--- config.mk ---
export PLATFORM = sky130hd
export DESIGN_NAME = oc_seq_top
export DESIGN_NICKNAME = d
export VERILOG_FILES = /design/src/rtl/oc_seq_pkg.sv /design/src/rtl/oc_trip_mask.sv /design/src/rtl/oc_chan_fsm.sv /design/src/rtl/oc_fault_merge.sv /design/src/rtl/oc_seq_top.sv
export SDC_FILE = /design/constraint.sdc
export NUM_CORES = 1
export LEC_CHECK = 0
export BUFFER_PORTS_ARGS = -buffer_cell sky130_fd_sc_hd__clkbuf_2
export CORE_UTILIZATION = 40
export DETAILED_ROUTE_END_ITERATION = 12
export RECOVER_POWER = 50
export SETUP_SLACK_MARGIN = 0.5
export SLEW_MARGIN = 15
export SYNTH_ARGS = -nofsm -noshare
export SYNTH_HDL_FRONTEND = slang
export SYNTH_HIERARCHICAL = 1
export SYNTH_SLANG_ARGS = --single-unit
--- constraint.sdc ---
create_clock -name clk -period 4.25 [get_ports clk]
set_clock_uncertainty 0.2 [all_clocks]
set_input_delay 0.85 -clock clk [delete_from_list [all_inputs] [get_ports clk]]
set_output_delay 0.85 -clock clk [all_outputs]
set_load 0.005 [all_outputs]
--- src/rtl/oc_seq_pkg.sv ---
package oc_seq_pkg;

  typedef enum logic [1:0] {
    OC_IDLE  = 2'd0,
    OC_WIN1  = 2'd1,
    OC_WIN2  = 2'd2,
    OC_LATCH = 2'd3
  } oc_state_e;

endpackage

--- src/rtl/oc_trip_mask.sv ---
module oc_trip_mask #(
  parameter int CHANNELS = 2,
  parameter int TRACK_CH = CHANNELS - 1
) (
  input  logic [CHANNELS-1:0] trip_raw,
  input  logic                track_en,
  output logic [CHANNELS-1:0] trip_eff
);

  for (genvar c = 0; c < CHANNELS; c++) begin : g_mask
    if (c == TRACK_CH) begin : g_track
      assign trip_eff[c] = trip_raw[c] & ~track_en;
    end else begin : g_plain
      assign trip_eff[c] = trip_raw[c];
    end
  end

endmodule

--- src/rtl/oc_chan_fsm.sv ---
module oc_chan_fsm
  import oc_seq_pkg::*;
#(
  parameter int WIN_CYCLES = 8
) (
  input  logic       clk,
  input  logic       rst_n,
  input  logic       en,
  input  logic       stb,
  input  logic       trip,
  output logic [1:0] state_o,
  output logic       skip_o,
  output logic       latched_o
);

  localparam int CNT_W = $clog2(2 * WIN_CYCLES);
  localparam logic [CNT_W-1:0] LAST_W1 = CNT_W'(WIN_CYCLES - 1);
  localparam logic [CNT_W-1:0] LAST_W2 = CNT_W'(2 * WIN_CYCLES - 1);

  oc_state_e        state_q, state_d;
  logic [CNT_W-1:0] cnt_q, cnt_d;
  logic             skip_q, skip_d;

  // next-state process
  always_comb begin
    state_d = state_q;
    cnt_d   = cnt_q;
    skip_d  = skip_q;
    if (!en) begin
      state_d = OC_IDLE;
      cnt_d   = '0;
      skip_d  = 1'b0;
    end else if (stb) begin
      skip_d = trip;
      unique case (state_q)
        OC_IDLE: begin
          if (trip) begin
            state_d = OC_WIN1;
            cnt_d   = CNT_W'(1);
          end
        end
        OC_WIN1: begin
          if (cnt_q == LAST_W1) state_d = OC_WIN2;
          cnt_d = cnt_q + 1'b1;
        end
        OC_WIN2: begin
          if (trip) begin
            state_d = OC_LATCH;
            cnt_d   = '0;
          end else if (cnt_q == LAST_W2) begin
            state_d = OC_IDLE;
            cnt_d   = '0;
          end else begin
            cnt_d = cnt_q + 1'b1;
          end
        end
        OC_LATCH: begin
          state_d = OC_LATCH;
        end
        default: begin
          state_d = OC_IDLE;
          cnt_d   = '0;
        end
      endcase
    end
  end

  // register process
  always_ff @(posedge clk or negedge rst_n) begin
    if (!rst_n) begin
      state_q <= OC_IDLE;
      cnt_q   <= '0;
      skip_q  <= 1'b0;
    end else begin
      state_q <= state_d;
      cnt_q   <= cnt_d;
      skip_q  <= skip_d;
    end
  end

  assign state_o   = state_q;
  assign skip_o    = skip_q;
  assign latched_o = (state_q == OC_LATCH);

  AST_SKIP_ON_TRIP: assert property (@(posedge clk) disable iff (!rst_n)
    (en && stb && trip) |=> skip_q);
  AST_WIN1_NO_LATCH: assert property (@(posedge clk) disable iff (!rst_n)
    (state_q == OC_WIN1) |=> (state_q != OC_LATCH));
  AST_WIN2_TRIP_LATCH: assert property (@(posedge clk) disable iff (!rst_n)
    (en && stb && trip && state_q == OC_WIN2) |=> (state_q == OC_LATCH));
  AST_LATCH_HOLD: assert property (@(posedge clk) disable iff (!rst_n)
    (en && state_q == OC_LATCH) |=> (state_q == OC_LATCH));
  AST_DISABLED_IDLE: assert property (@(posedge clk) disable iff (!rst_n)
    (!en) |=> (state_q == OC_IDLE && !skip_q));

endmodule

--- src/rtl/oc_fault_merge.sv ---
module oc_fault_merge #(
  parameter int CHANNELS = 2
) (
  input  logic [CHANNELS-1:0] skip,
  input  logic [CHANNELS-1:0] latched,
  output logic [CHANNELS-1:0] hs_inhibit,
  output logic                fault_any,
  output logic                pg_low
);

  always_comb begin
    fault_any = |latched;
    pg_low    = fault_any;
  end

  for (genvar c = 0; c < CHANNELS; c++) begin : g_gate
    assign hs_inhibit[c] = skip[c] | fault_any;
  end

endmodule

--- src/rtl/oc_seq_top.sv ---
module oc_seq_top #(
  parameter int CHANNELS   = 2,
  parameter int WIN_CYCLES = 8
) (
  input  logic                  clk,
  input  logic                  rst_n,
  input  logic                  en,
  input  logic                  ddr_mode,
  input  logic                  cyc_stb,
  input  logic [CHANNELS-1:0]   oc_trip,
  output logic [CHANNELS-1:0]   hs_inhibit,
  output logic                  fault_shutdown,
  output logic                  pg_force_low,
  output logic [2*CHANNELS-1:0] chan_state
);

  localparam int TRACK_CH = CHANNELS - 1;

  logic [CHANNELS-1:0] trip_eff;
  logic [CHANNELS-1:0] skip_v;
  logic [CHANNELS-1:0] latch_v;

  oc_trip_mask #(.CHANNELS(CHANNELS), .TRACK_CH(TRACK_CH)) u_mask (
    .trip_raw (oc_trip),
    .track_en (ddr_mode),
    .trip_eff (trip_eff)
  );

  for (genvar c = 0; c < CHANNELS; c++) begin : g_chan
    oc_chan_fsm #(.WIN_CYCLES(WIN_CYCLES)) u_fsm (
      .clk       (clk),
      .rst_n     (rst_n),
      .en        (en),
      .stb       (cyc_stb),
      .trip      (trip_eff[c]),
      .state_o   (chan_state[2*c+1 -: 2]),
      .skip_o    (skip_v[c]),
      .latched_o (latch_v[c])
    );
  end

  oc_fault_merge #(.CHANNELS(CHANNELS)) u_merge (
    .skip       (skip_v),
    .latched    (latch_v),
    .hs_inhibit (hs_inhibit),
    .fault_any  (fault_shutdown),
    .pg_low     (pg_force_low)
  );

  AST_TRACK_MASKED: assert property (@(posedge clk) disable iff (!rst_n)
    (ddr_mode && chan_state[2*TRACK_CH+1 -: 2] == 2'd0)
      |=> (chan_state[2*TRACK_CH+1 -: 2] == 2'd0));
  AST_FAULT_INHIBITS: assert property (@(posedge clk) disable iff (!rst_n)
    fault_shutdown |-> (&hs_inhibit && pg_force_low));

endmodule

==> impl_metrics.toml <==
[logic_synthesis]
synth_top_area_share = 0.344
synth_cell_type_count = 26
synth.yosys.warnings = 6
netlist_instances = 110
synthesized_netlist_net_count = 127
postSynthRegisterBits = 14
sequential_cell_area_fraction_in_the_yosys_report = 0.344
synth_area_leaders = "dfrtp_1 (34%), ha_1 (12%), a21oi_1 (4.9%)"
syn-mean-instance-area_sq_um = 9.26
yosysTopAreaCell = "dfrtp_1"
cell_area_after_synthesis_sq_mm = 0.00102

[pwr]
powerDensity_mw_per_mm2 = 259
max-vdd-ir-drop_v = 0.000175
p_leak_nw = 0.535

[min_path]
hold_path_startpoint = "g_chan[1].u_fsm/skip_o"
worstHoldPathType = "reg -> reg"
min_to = "g_chan[1].u_fsm/skip_o"
hold_path_depth = 2

[route]
detail_route.wirelength_mm = 2.14
via_density_per_instance = 5.87
ant_nets = 0
detailedRoute.firstPassIterationCount = 4
routed_wire_length_per_instance_um = 14.0
post-route-drc-count = 0
first_iter_violations = 26
vias = 898

[clock_tree]
root_cell_of_the_clock_tree = "clkbuf_4"
worstSkewPairLatency_ns = 0.28
clock-sinks = 14
tritoncts = "built"
cts_hold_buf = 0
cts.reportedPaths.clkPinSlew_ns = 0.08
cts-buffers-inserted = 3
buffer_levels_on_the_longest_clock_path = 2
postCtsResizedCells = 0
h-tree-depth = 1
post_cts_buffers = 0

[critical_path]
slowest_delay_ns = 0.43
timing.critical_path.arrival_ns = 1.44
worstPathCellList = "ha_1 -> or3_1 -> clkbuf_2"
path_class = "reg -> out"
cp_data_required_time_ns = 3.20
reg2reg_capture_point = "g_chan[0].u_fsm/state_o[0]"
worstSetupEndpointType = "output pin"
r2r_start = "g_chan[0].u_fsm/state_o[0]"
cp_slowest_cell = "dfrtp_1"
reg2regPathDepth = 6
critical_path.startpoint_type = "register"
r2r_setup_slack_ns = 2.26
critical_path.max_fanout = 5

[timing]
timing.setup.tns_ns = 0
grt_setup_unrepaired = "no"
finalWorstSetupSlack_ns = 1.76
final_max_slew_viol_count = 0
max_freq_mhz = 401
worst-slew-pin-transition_ns = 0.807
setup_viol_count_final = 0
relSlewSlack = 0.462
fin_worst_hold_slack_ns = 0.318
final-hold-violation-count = 0
final_min_period_over_clock_period = 0.587
final.min_clock_period_ns = 2.49

[global_routing]
grt_antenna_before_repair = 0
grt_pass1_vias = 792
grt_max_degree = 15
grt_usage = 0.180
global_route_wire_length_before_repair_mm = 3.57
grt_overflow_total = 0

[placed_design]
placement.io_buffers = 14
area_post_placement_sq_mm = 0.00111
dpl_worst_slack_ns = 2.03
globalplace.congestion = 0.792
placed_cells_incl_taps = 150
place.detailed.hpwl_mm = 1.57

[floorplanning]
floorplan.initialDensity = 0.443
design.core.area_sq_mm = 0.00230
floorplan.die.height_um = 52.5
top_level_ports = 15
fp.dieArea_sq_mm = 0.00275
floorplan.rows = 17
die_w_um = 52.5

[run]
maxCapViolations = 0

[finish]
final_layout_fill_cell_count = 224
synthToLayoutAreaGrowth_pct = 10.8
final_layout_size_suffix_gt1_frac = 0.160
final_design_area_no_fill_sq_mm = 0.00113
multiInputGateArea_sq_um = 631
ff_latch_area_sq_um = 350
num-nets-final = 144
antenna-diode-count = 0
layout.cells.non_filler = 153

[run_status]
result_of_the_run = "finished, final reports clean"
critical path, delay by kind of cell, from the launching register on:
family / cells / cell delay, ns
adders and majority gates: 1 / 0.25
DFF: 1 / 0.43
and+or+nand+nor: 1 / 0.37
buffers and inverters: 1 / 0.11
area by class of cell:
class                      instances  share of cell area
tap                               28              0.0310
clock buffer                       3              0.0200
inverter                           6              0.0200
sequential                        14               0.310
timing repair buffer              14              0.0599
multi-input combinational         88               0.559
synthesized netlist by cell type:
cell type and number:
nand2_1 6, nor2b_4 1, o21ai_0 4, inv_1 6, mux2i_1 2, nor2_1 4
buf_4 2, or4_1 2, a21o_1 2, nand3_1 6, nor2b_1 4, and2_4 2
o221a_1 2, o32ai_1 4, nand2b_1 8, a31oi_1 4, dfrtp_1 14, a21oi_1 10
ha_1 10, or2_1 1, nand4_1 6, nand3b_1 2, and2b_1 2, or3_1 2
o311a_1 2, or3_4 2
placed cells by master (no fill, tap or decap), drive strengths merged:
cell / instances
o221a: 2
a31oi: 4
or2: 1
and2b: 2
dfrtp: 14
inv: 6
ha: 10
nand4: 6
o32ai: 4
nand3: 6
o21ai: 4
a21o: 2
nand3b: 2
a21oi: 10
nor2b: 5
o311a: 2
nand2b: 8
clkbuf: 17
mux2i: 2
or4: 2
or3: 4
nor2: 4
and2: 2
nand2: 6
sequential cells by signal, indices dropped and copies added, names as in the netlist:
register / count
g_chan.u_fsm/skip_o: 2
g_chan.u_fsm/state_o: 4
g_chan.u_fsm/cnt_q: 8
routing by layer:
metal / wire length, um / GRT usage / vias to the layer above
li1: - / - / 438
met1: 1000 / 0.245 / 438
met2: 1030 / 0.276 / 20
met3: 94 / 0.0609 / 2
met4: 9 / 0.0307 / 0
met5: 0 / 0 / -
worst max-delay path by stage:
| stage | slack, ns | from | endpoint |
|---|---|---|---|
| floorplan | 2.15 | oc_trip[1] | g_chan[1].u_fsm/state_o[0] |
| global placement | 2.04 | ddr_mode | g_chan[1].u_fsm/state_o[0] |
| finish | 1.76 | g_chan[1].u_fsm/state_o[0] | hs_inhibit[1] |
| detailed placement | 2.03 | ddr_mode | g_chan[1].u_fsm/state_o[0] |
| global route | 1.67 | g_chan[1].u_fsm/state_o[0] | hs_inhibit[0] |
| CTS | 1.73 | g_chan[1].u_fsm/state_o[0] | hs_inhibit[1] |
power by group:
part | switching (mW) | internal, mW | leakage, nW
sequential | 0.00649 | 0.139 | 0.192
clock | 0.0433 | 0.0328 | 0.0138
combinational | 0.0408 | 0.0299 | 0.329
kinds of logic after synthesis:
kind of cell | synth area share
and+or+nand+nor | 0.292
AOI/OAI and AO/OA | 0.184
DFF | 0.344
adders and majority gates | 0.123
buffers and inverters | 0.0368
muxes | 0.0197
per-stage QoR:
step	total power [mW]	utilization
4_1_cts	0.298	0.492
5_1_grt	0.315	0.491
3_3_place_gp	0.217	0.483
2_1_floorplan	0.196	-
3_5_place_dp	0.219	0.483
6_report	0.292	0.491
(Power assumes the default switching activity.)
